--- config.mk ---
export PLATFORM = sky130hd
export DESIGN_NAME = spl_piso_reg
export DESIGN_NICKNAME = d
export VERILOG_FILES = /design/src/rtl/spl_pkg.sv /design/src/rtl/spl_clk_qual.sv /design/src/rtl/spl_mode_dec.sv /design/src/rtl/spl_stage_chain.sv /design/src/rtl/spl_piso_reg.sv
export SDC_FILE = /design/constraint.sdc
export NUM_CORES = 1
export LEC_CHECK = 0
export BUFFER_PORTS_ARGS = -buffer_cell sky130_fd_sc_hd__buf_2
export CORE_AREA = 2 2 39 41
export CTS_CLUSTER_SIZE = 14
export DETAILED_ROUTE_END_ITERATION = 10
export DIE_AREA = 0 0 41 43
export PLACE_DENSITY = 0.68
export RECOVER_POWER = 25
export SKIP_LAST_GASP = 1
export SLEW_MARGIN = 20
export SYNTH_ARGS = -nofsm -noshare
export SYNTH_HDL_FRONTEND = slang
export SYNTH_HIERARCHICAL = 1
export SYNTH_SLANG_ARGS = --single-unit
export TNS_END_PERCENT = 50
--- constraint.sdc ---
create_clock -name clk -period 3.3 [get_ports clk]
set_clock_uncertainty 0.05 [all_clocks]
set_input_delay 0.66 -clock clk [delete_from_list [all_inputs] [get_ports clk]]
set_output_delay 0.66 -clock clk [all_outputs]
set_load 0.01 [all_outputs]
--- src/rtl/spl_pkg.sv ---
package spl_pkg;
   typedef enum logic {
      MODE_LOAD  = 1'b0,
      MODE_SHIFT = 1'b1
   } spl_mode_e;

   localparam int unsigned SPL_MAX_SYNC = 4;
endpackage

--- src/rtl/spl_clk_qual.sv ---
module spl_clk_qual #(
   parameter int unsigned SYNC_STAGES = 2
) (
   input  logic clk,
   input  logic rst_n,
   input  logic pin_a,
   input  logic pin_b,
   output logic rise_o
);
   import spl_pkg::*;

   logic pin_or;
   logic level_s;
   logic level_d;

   assign pin_or = pin_a | pin_b;

   if (SYNC_STAGES > SPL_MAX_SYNC) begin : g_bad_sync
      $error("spl_clk_qual: SYNC_STAGES too large");
   end

   generate
      if (SYNC_STAGES == 0) begin : g_direct
         assign level_s = pin_or;
      end else begin : g_sync
         logic [SYNC_STAGES-1:0] sync_q;
         always_ff @(posedge clk or negedge rst_n) begin
            if (!rst_n) begin
               sync_q <= '0;
            end else begin
               sync_q[0] <= pin_or;
               for (int i = 1; i < SYNC_STAGES; i++) begin
                  sync_q[i] <= sync_q[i-1];
               end
            end
         end
         assign level_s = sync_q[SYNC_STAGES-1];
      end
   endgenerate

   always_ff @(posedge clk or negedge rst_n) begin
      if (!rst_n) level_d <= 1'b0;
      else        level_d <= level_s;
   end

   assign rise_o = level_s & ~level_d;

   // one pulse per rising edge of the combined pins
   p_single_pulse_r10: assert property (@(posedge clk) disable iff (!rst_n)
      rise_o |=> !rise_o);
endmodule

--- src/rtl/spl_mode_dec.sv ---
module spl_mode_dec (
   input  logic               mode_shift,
   input  logic               rise,
   output spl_pkg::spl_mode_e mode_o,
   output logic               shift_en_o
);
   import spl_pkg::*;

   always_comb begin
      mode_o     = mode_shift ? MODE_SHIFT : MODE_LOAD;
      shift_en_o = (mode_o == MODE_SHIFT) && rise;
   end
endmodule

--- src/rtl/spl_stage_chain.sv ---
module spl_stage_chain #(
   parameter int unsigned STAGES = 8
) (
   input  logic               clk,
   input  logic               rst_n,
   input  spl_pkg::spl_mode_e mode,
   input  logic               shift_en,
   input  logic [STAGES-1:0]  par_d,
   input  logic               ser_d,
   output logic [STAGES-1:0]  stage_q
);
   import spl_pkg::*;

   localparam int unsigned LAST = STAGES - 1;

   if (STAGES < 2) begin : g_bad_stages
      $error("spl_stage_chain: STAGES must be at least 2");
   end

   for (genvar g = 0; g < STAGES; g++) begin : g_stage
      logic bit_q;
      logic shift_d;
      if (g == 0) begin : g_head
         assign shift_d = ser_d;
      end else begin : g_body
         assign shift_d = stage_q[g-1];
      end
      always_ff @(posedge clk or negedge rst_n) begin
         if (!rst_n)                 bit_q <= 1'b0;
         else if (mode == MODE_LOAD) bit_q <= par_d[g];
         else if (shift_en)          bit_q <= shift_d;
      end
      assign stage_q[g] = bit_q;
   end

   // contents hold in shift mode without an edge
   p_hold_r4: assert property (@(posedge clk) disable iff (!rst_n)
      (mode == MODE_SHIFT && !shift_en) |=> $stable(stage_q));

   // the output stage receives its neighbour on a shift
   p_shift_r5: assert property (@(posedge clk) disable iff (!rst_n)
      (mode == MODE_SHIFT && shift_en) |=> stage_q[LAST] == $past(stage_q[LAST-1]));

   // the head stage receives the serial input on a shift
   p_fill_r5: assert property (@(posedge clk) disable iff (!rst_n)
      (mode == MODE_SHIFT && shift_en) |=> stage_q[0] == $past(ser_d));
endmodule

--- src/rtl/spl_piso_reg.sv ---
module spl_piso_reg #(
   parameter int unsigned STAGES      = 8,
   parameter int unsigned SYNC_STAGES = 2
) (
   input  logic              clk,
   input  logic              rst_n,
   input  logic              mode_shift,
   input  logic              ck_a,
   input  logic              ck_b,
   input  logic [STAGES-1:0] load_data,
   input  logic              ser_in,
   output logic              ser_out
);
   import spl_pkg::*;

   localparam int unsigned LAST = STAGES - 1;

   logic              rise;
   spl_mode_e         mode;
   logic              shift_en;
   logic [STAGES-1:0] stage_q;

   spl_clk_qual #(.SYNC_STAGES(SYNC_STAGES)) u_qual (
      .clk    (clk),
      .rst_n  (rst_n),
      .pin_a  (ck_a),
      .pin_b  (ck_b),
      .rise_o (rise)
   );

   spl_mode_dec u_mode (
      .mode_shift (mode_shift),
      .rise       (rise),
      .mode_o     (mode),
      .shift_en_o (shift_en)
   );

   spl_stage_chain #(.STAGES(STAGES)) u_chain (
      .clk      (clk),
      .rst_n    (rst_n),
      .mode     (mode),
      .shift_en (shift_en),
      .par_d    (load_data),
      .ser_d    (ser_in),
      .stage_q  (stage_q)
   );

   assign ser_out = stage_q[LAST];

   // output follows the top parallel bit in load mode
   p_load_follow_r2: assert property (@(posedge clk) disable iff (!rst_n)
      !mode_shift |=> ser_out == $past(load_data[LAST]));

   // no shift is enabled while loading
   p_load_priority_r11: assert property (@(posedge clk) disable iff (!rst_n)
      !mode_shift |-> !shift_en);
endmodule

## Yosys cells after proc, flatten, opt, wreduce, memory -nomap -nowiden

Cells that the tools add are included.

- Flip-flop bits (word level): 11
- Bits of input ports: 14
- Output and inout bits: 1
- Logic and storage cells: 32

- Equal/unequal tests: 1
- Mux-type cells: 17
- Bitwise logic cells: 3
- Reductions and logical operators: 1

Operators with widths:

| cell | number |
|---|---|
| two-way mux 1 bit | 17 |
| inequality test 2 bit, second input constant | 1 |
| AND 1 bit | 1 |
| logical AND 1 bit | 1 |
| inverter 1 bit | 1 |
| OR 1 bit | 1 |

## Logic depth before layout (Yosys ltp)

- Depth in word-level cells: 5
- Gate-level depth with buffers: 5
- Depth with buffers taken out: 4

## By module

Netlist, hierarchy kept.

Modules (own cells, without submodules):

| module | instances | cells each | area each (um2) | seq. area each (um2) |
|---|---|---|---|---|
| spl_stage_chain | 1 | 43 | 444.2 | 200.2 |
| spl_clk_qual | 1 | 5 | 87.6 | 75.1 |
| spl_mode_dec | 1 | 2 | 13.8 | 0.0 |

## Worst setup path before layout

Ideal clock, no wire load.

- Path type: input to register
- Start: in mode_shift
- End: reg u_chain.g_stage[1].bit_q
- Library setup time: 0.122 ns
- Data arrival time: 1.196 ns
- Required time: 3.128 ns
- Setup slack: 1.932 ns
- Cell stages on the path: 4
- Path buffers: 1
- Path through: and2_1 buf_6 mux2i_1 a21oi_2

- Word-level cells in the longest chain between the ends: 3
- Elaborated cells on any way between the ends: 4
- Those cells by class: eq/ne: 1; mux: 2; reduce/logical: 1

Ends and longest elaborated chain:

| element | RTL line | text |
|---|---|---|
| start: declaration | spl_piso_reg.sv:7 | `input logic mode_shift,` |
| two-way mux 1 bit * | spl_mode_dec.sv:10 | `mode_o = mode_shift ? MODE_SHIFT : MODE_LOAD;` |
| logical AND 1 bit | spl_mode_dec.sv:11 | `shift_en_o = (mode_o == MODE_SHIFT) && rise;` |
| inequality test 2 bit (no source line) | - |  |
| end signal: assignment | spl_stage_chain.sv:30 | `else if (mode == MODE_LOAD) bit_q <= par_d[g];` |
| end signal: assignment | spl_stage_chain.sv:31 | `else if (shift_en) bit_q <= shift_d;` |
| end: declaration | spl_stage_chain.sv:21 | `logic bit_q;` |

Mark *: on every way between the ends. The rest lies on a longest branch, timed or not.
A chain may end at the register's enable or synchronous reset.

## Worst setup path after layout

- Start: in mode_shift
- End: reg u_chain.g_stage[1].bit_q

- Word-level cells in the longest chain between the ends: 3
- Elaborated cells on any way between the ends: 4
- Those cells by class: eq/ne: 1; mux: 2; reduce/logical: 1

Ends and longest elaborated chain:

| element | RTL line | text |
|---|---|---|
| two-way mux 1 bit | spl_mode_dec.sv:10 |  |
| logical AND 1 bit | spl_mode_dec.sv:11 |  |
| via shift_en | spl_piso_reg.sv:20 | `logic shift_en;` |
| inequality test 2 bit (no source line) | - |  |

The timed path passes the listed nets, and every way through them passes these cells.

==> summary.log <==
INFO  global_route   number_of_global_route_vias_before_repair=294
INFO  global_route   grt_pass1_wl=1.09mm
INFO  setup_path     worstPathRequired=3390ps
INFO  global_route   grtUsageTotal=9.64%
INFO  setup_path     path_class=input port to register
INFO  global_route   grt_use_met2=12.5%
INFO  clock_tree     clockBufferDepth=2
INFO  drt            drt-initial-drc-count=0
INFO  pwr            power_frac_clock=31.8%
INFO  clock_tree     postCtsSetupBuffers=0
INFO  global_route   grt_antenna_before_repair=0
INFO  place          dp_hpwl=523µm
INFO  worst_hold_path worstHoldPathType=register to register
INFO  sta            worst_slack=1670ps
INFO  global_route   met1_usage=11.3%
INFO  pwr            power.switching=60.6µW
INFO  logic_synthesis mappedNetlistNets=57
INFO  sta            setup_viol=0
INFO  setup_path     worst-endpoint-arrival=1710ps
INFO  finish         register_area=275µm²
INFO  setup_path     ff2ff_setup_slack=1930ps
INFO  setup_path     worst_setup_path_end_kind=register
INFO  setup_path     reg2reg_to=u_chain/g_stage[1].bit_q
INFO  setup_path     timing.reg2reg.worst_path_depth=4
INFO  logic_synthesis ys.warnings.count=6
INFO  drt            ant_nets=0
INFO  sta            slew_headroom=62.5%
INFO  clock_tree     tritoncts_num_sinks=11
INFO  clock_tree     worst_skew_pair.late_latency=250ps
INFO  pwr            sequentialPowerShare=56.2%
INFO  drt            wl_per_cell=9.58µm
INFO  setup_path     critPathLaunchType=input port
INFO  clock_tree     clk_transition_reported_paths=60ps
INFO  global_route   gr-usage-met3=3.14%
INFO  clock_tree     tritoncts.num_buffers=3
INFO  drt            detail_route.wirelength=690µm
INFO  sta            min_period=1630ps
INFO  clock_tree     ctsHtreeMaxLevel=1
INFO  clock_tree     ctsHoldBuffers=0
INFO  global_route   largest_net_degree_at_the_start_of_global_routing=18
INFO  clock_tree     cts_tree=built
INFO  logic_synthesis synthesis.instances=43
INFO  floorplan      die_height=43µm
INFO  sta            timing_hold_violations_final=0
INFO  floorplan      chip_width=41µm
INFO  pwr            vdd_ir_drop_max=0.172mV
INFO  floorplan      placeableCoreArea=1380µm²
INFO  place          pre_cts_slack=1390ps
INFO  drt            drt-vias-per-instance=4.36
INFO  place          io_buffers=14
INFO  pwr            power_density=480nW/µm²
INFO  finish         fillerInstances=145
INFO  place          dp.cells=68
INFO  drt            routed-via-count=314
INFO  status         status=finished, final reports clean
INFO  pwr            comb_power_share=12.0%
INFO  pwr            power.switching_fraction=22.5%
INFO  sta            max_freq=615MHz
INFO  pwr            intPower=209µW
INFO  finish         layout.nets=71
INFO  global_route   top_usage_layer=met2
INFO  logic_synthesis syn_area_per_cell=11.5µm²
INFO  global_route   grt_overflow_total=0
INFO  pwr            leakagePower=0.000241µW
INFO  clock_tree     root_buf_cell=clkbuf_4
INFO  floorplan      floorplan.initialDensity=35.6%
INFO  floorplan      ios=15
INFO  setup_path     timing.rr.start=u_qual/level_d
INFO  finish         final_layout_size_suffix_gt1_share=30.4%
INFO  setup_path     worst_setup_path_endpoint=u_chain/g_stage[1].bit_q
INFO  run            maxCapViolCount=0
INFO  floorplan      placement_rows=14
INFO  finish         area.growth.synth_to_final=14.2%
INFO  clock_tree     postCtsResizedCells=0
INFO  finish         area_occupied_by_multi_input_gates=173µm²
INFO  setup_path     critical_path.max_fanout=17
INFO  floorplan      floorplan.die_area=1760µm²
INFO  sta            timing.final.crit_share=49.3%
INFO  logic_synthesis synth_area=493µm²
INFO  place          place.gp.congestion=0.599
INFO  sta            tightestPinTransition=562ps
INFO  drt            remaining_drc_errors=0
INFO  sta            report.final.slew_viol_count=0
INFO  finish         final_antenna_diode_count=0
INFO  finish         fin_cells=72
INFO  sta            setup_tns=0ps
INFO  drt            firstDrtPassIters=1
INFO  setup_path     crit_start=mode_shift
INFO  sta            rsz0062_at_grt=false
## worst min-delay path by stage
stage | startpoint | end | slack (ps) | depth (start not counted)
final | u_qual/g_sync.sync_q[0] | u_qual/g_sync.sync_q[1] | 300 | 0
after global routing | u_qual/g_sync.sync_q[0] | u_qual/g_sync.sync_q[1] | 320 | 0
after CTS | rst_n | u_chain/g_stage[4].bit_q | 200 | 1
after detailed placement | u_qual/g_sync.sync_q[0] | u_qual/g_sync.sync_q[1] | 280 | 0
after global placement | u_qual/g_sync.sync_q[0] | u_qual/g_sync.sync_q[1] | 280 | 0
after floorplan | u_qual/g_sync.sync_q[0] | u_qual/g_sync.sync_q[1] | 280 | 0
## power groups by stage
stage | combinational [µW] | clock (µW) | sequential, µW
2_1_floorplan | 25.5 | 0 | 153
3_3_place_gp | 32.8 | 0 | 154
3_5_place_dp | 33.1 | 0 | 155
4_1_cts | 33.3 | 92.3 | 152
5_1_grt | 36.9 | 98.7 | 153
6_report | 32.3 | 85.9 | 152
## state kept, by name (all words and copies together) (netlist names)
| signal | flops |
|---|---|
| u_qual/level_d | 1 |
| u_qual/g_sync.sync_q | 2 |
| u_chain/g_stage.bit_q | 8 |
## layout by cell type, fill, tap and decap left out, drive strengths merged
cell type,count
nor2,8
a21oi,8
clkbuf,5
nor2b,1
and2,1
mux2i,8
or2,1
dfrtp,11
buf,13
## critical path, stage by stage
cell	delay [ps]
buf_2	250
and2_1	450
mux2i_1	290
a21oi_2	70
## stage by stage
stage / util, % / instance area (µm²) / power (µW) / hold slack, ps
6_report: 40.7 / 563 / 270 / 298
2_1_floorplan: - / 493 / 179 / 281
3_3_place_gp: 38.9 / 538 / 187 / 283
3_5_place_dp: 38.9 / 538 / 188 / 285
4_1_cts: 40.8 / 564 / 278 / 201
5_1_grt: 40.7 / 563 / 289 / 323
## per-layer routing
layer | wire length (µm) | vias to the layer above
met5 | 0 | -
met4 | 14 | 0
met3 | 30 | 2
met2 | 339 | 8
met1 | 305 | 135
li1 | - | 169
## cell type report
cell class	instances	share of cell area, %
Sequential cell	11	48.9
Tap cell	16	3.56
Clock buffer	4	4.67
Timing Repair Buffer	14	12.2
Multi-Input combinational cell	27	30.7
Power figures use the tool's default switching activity.
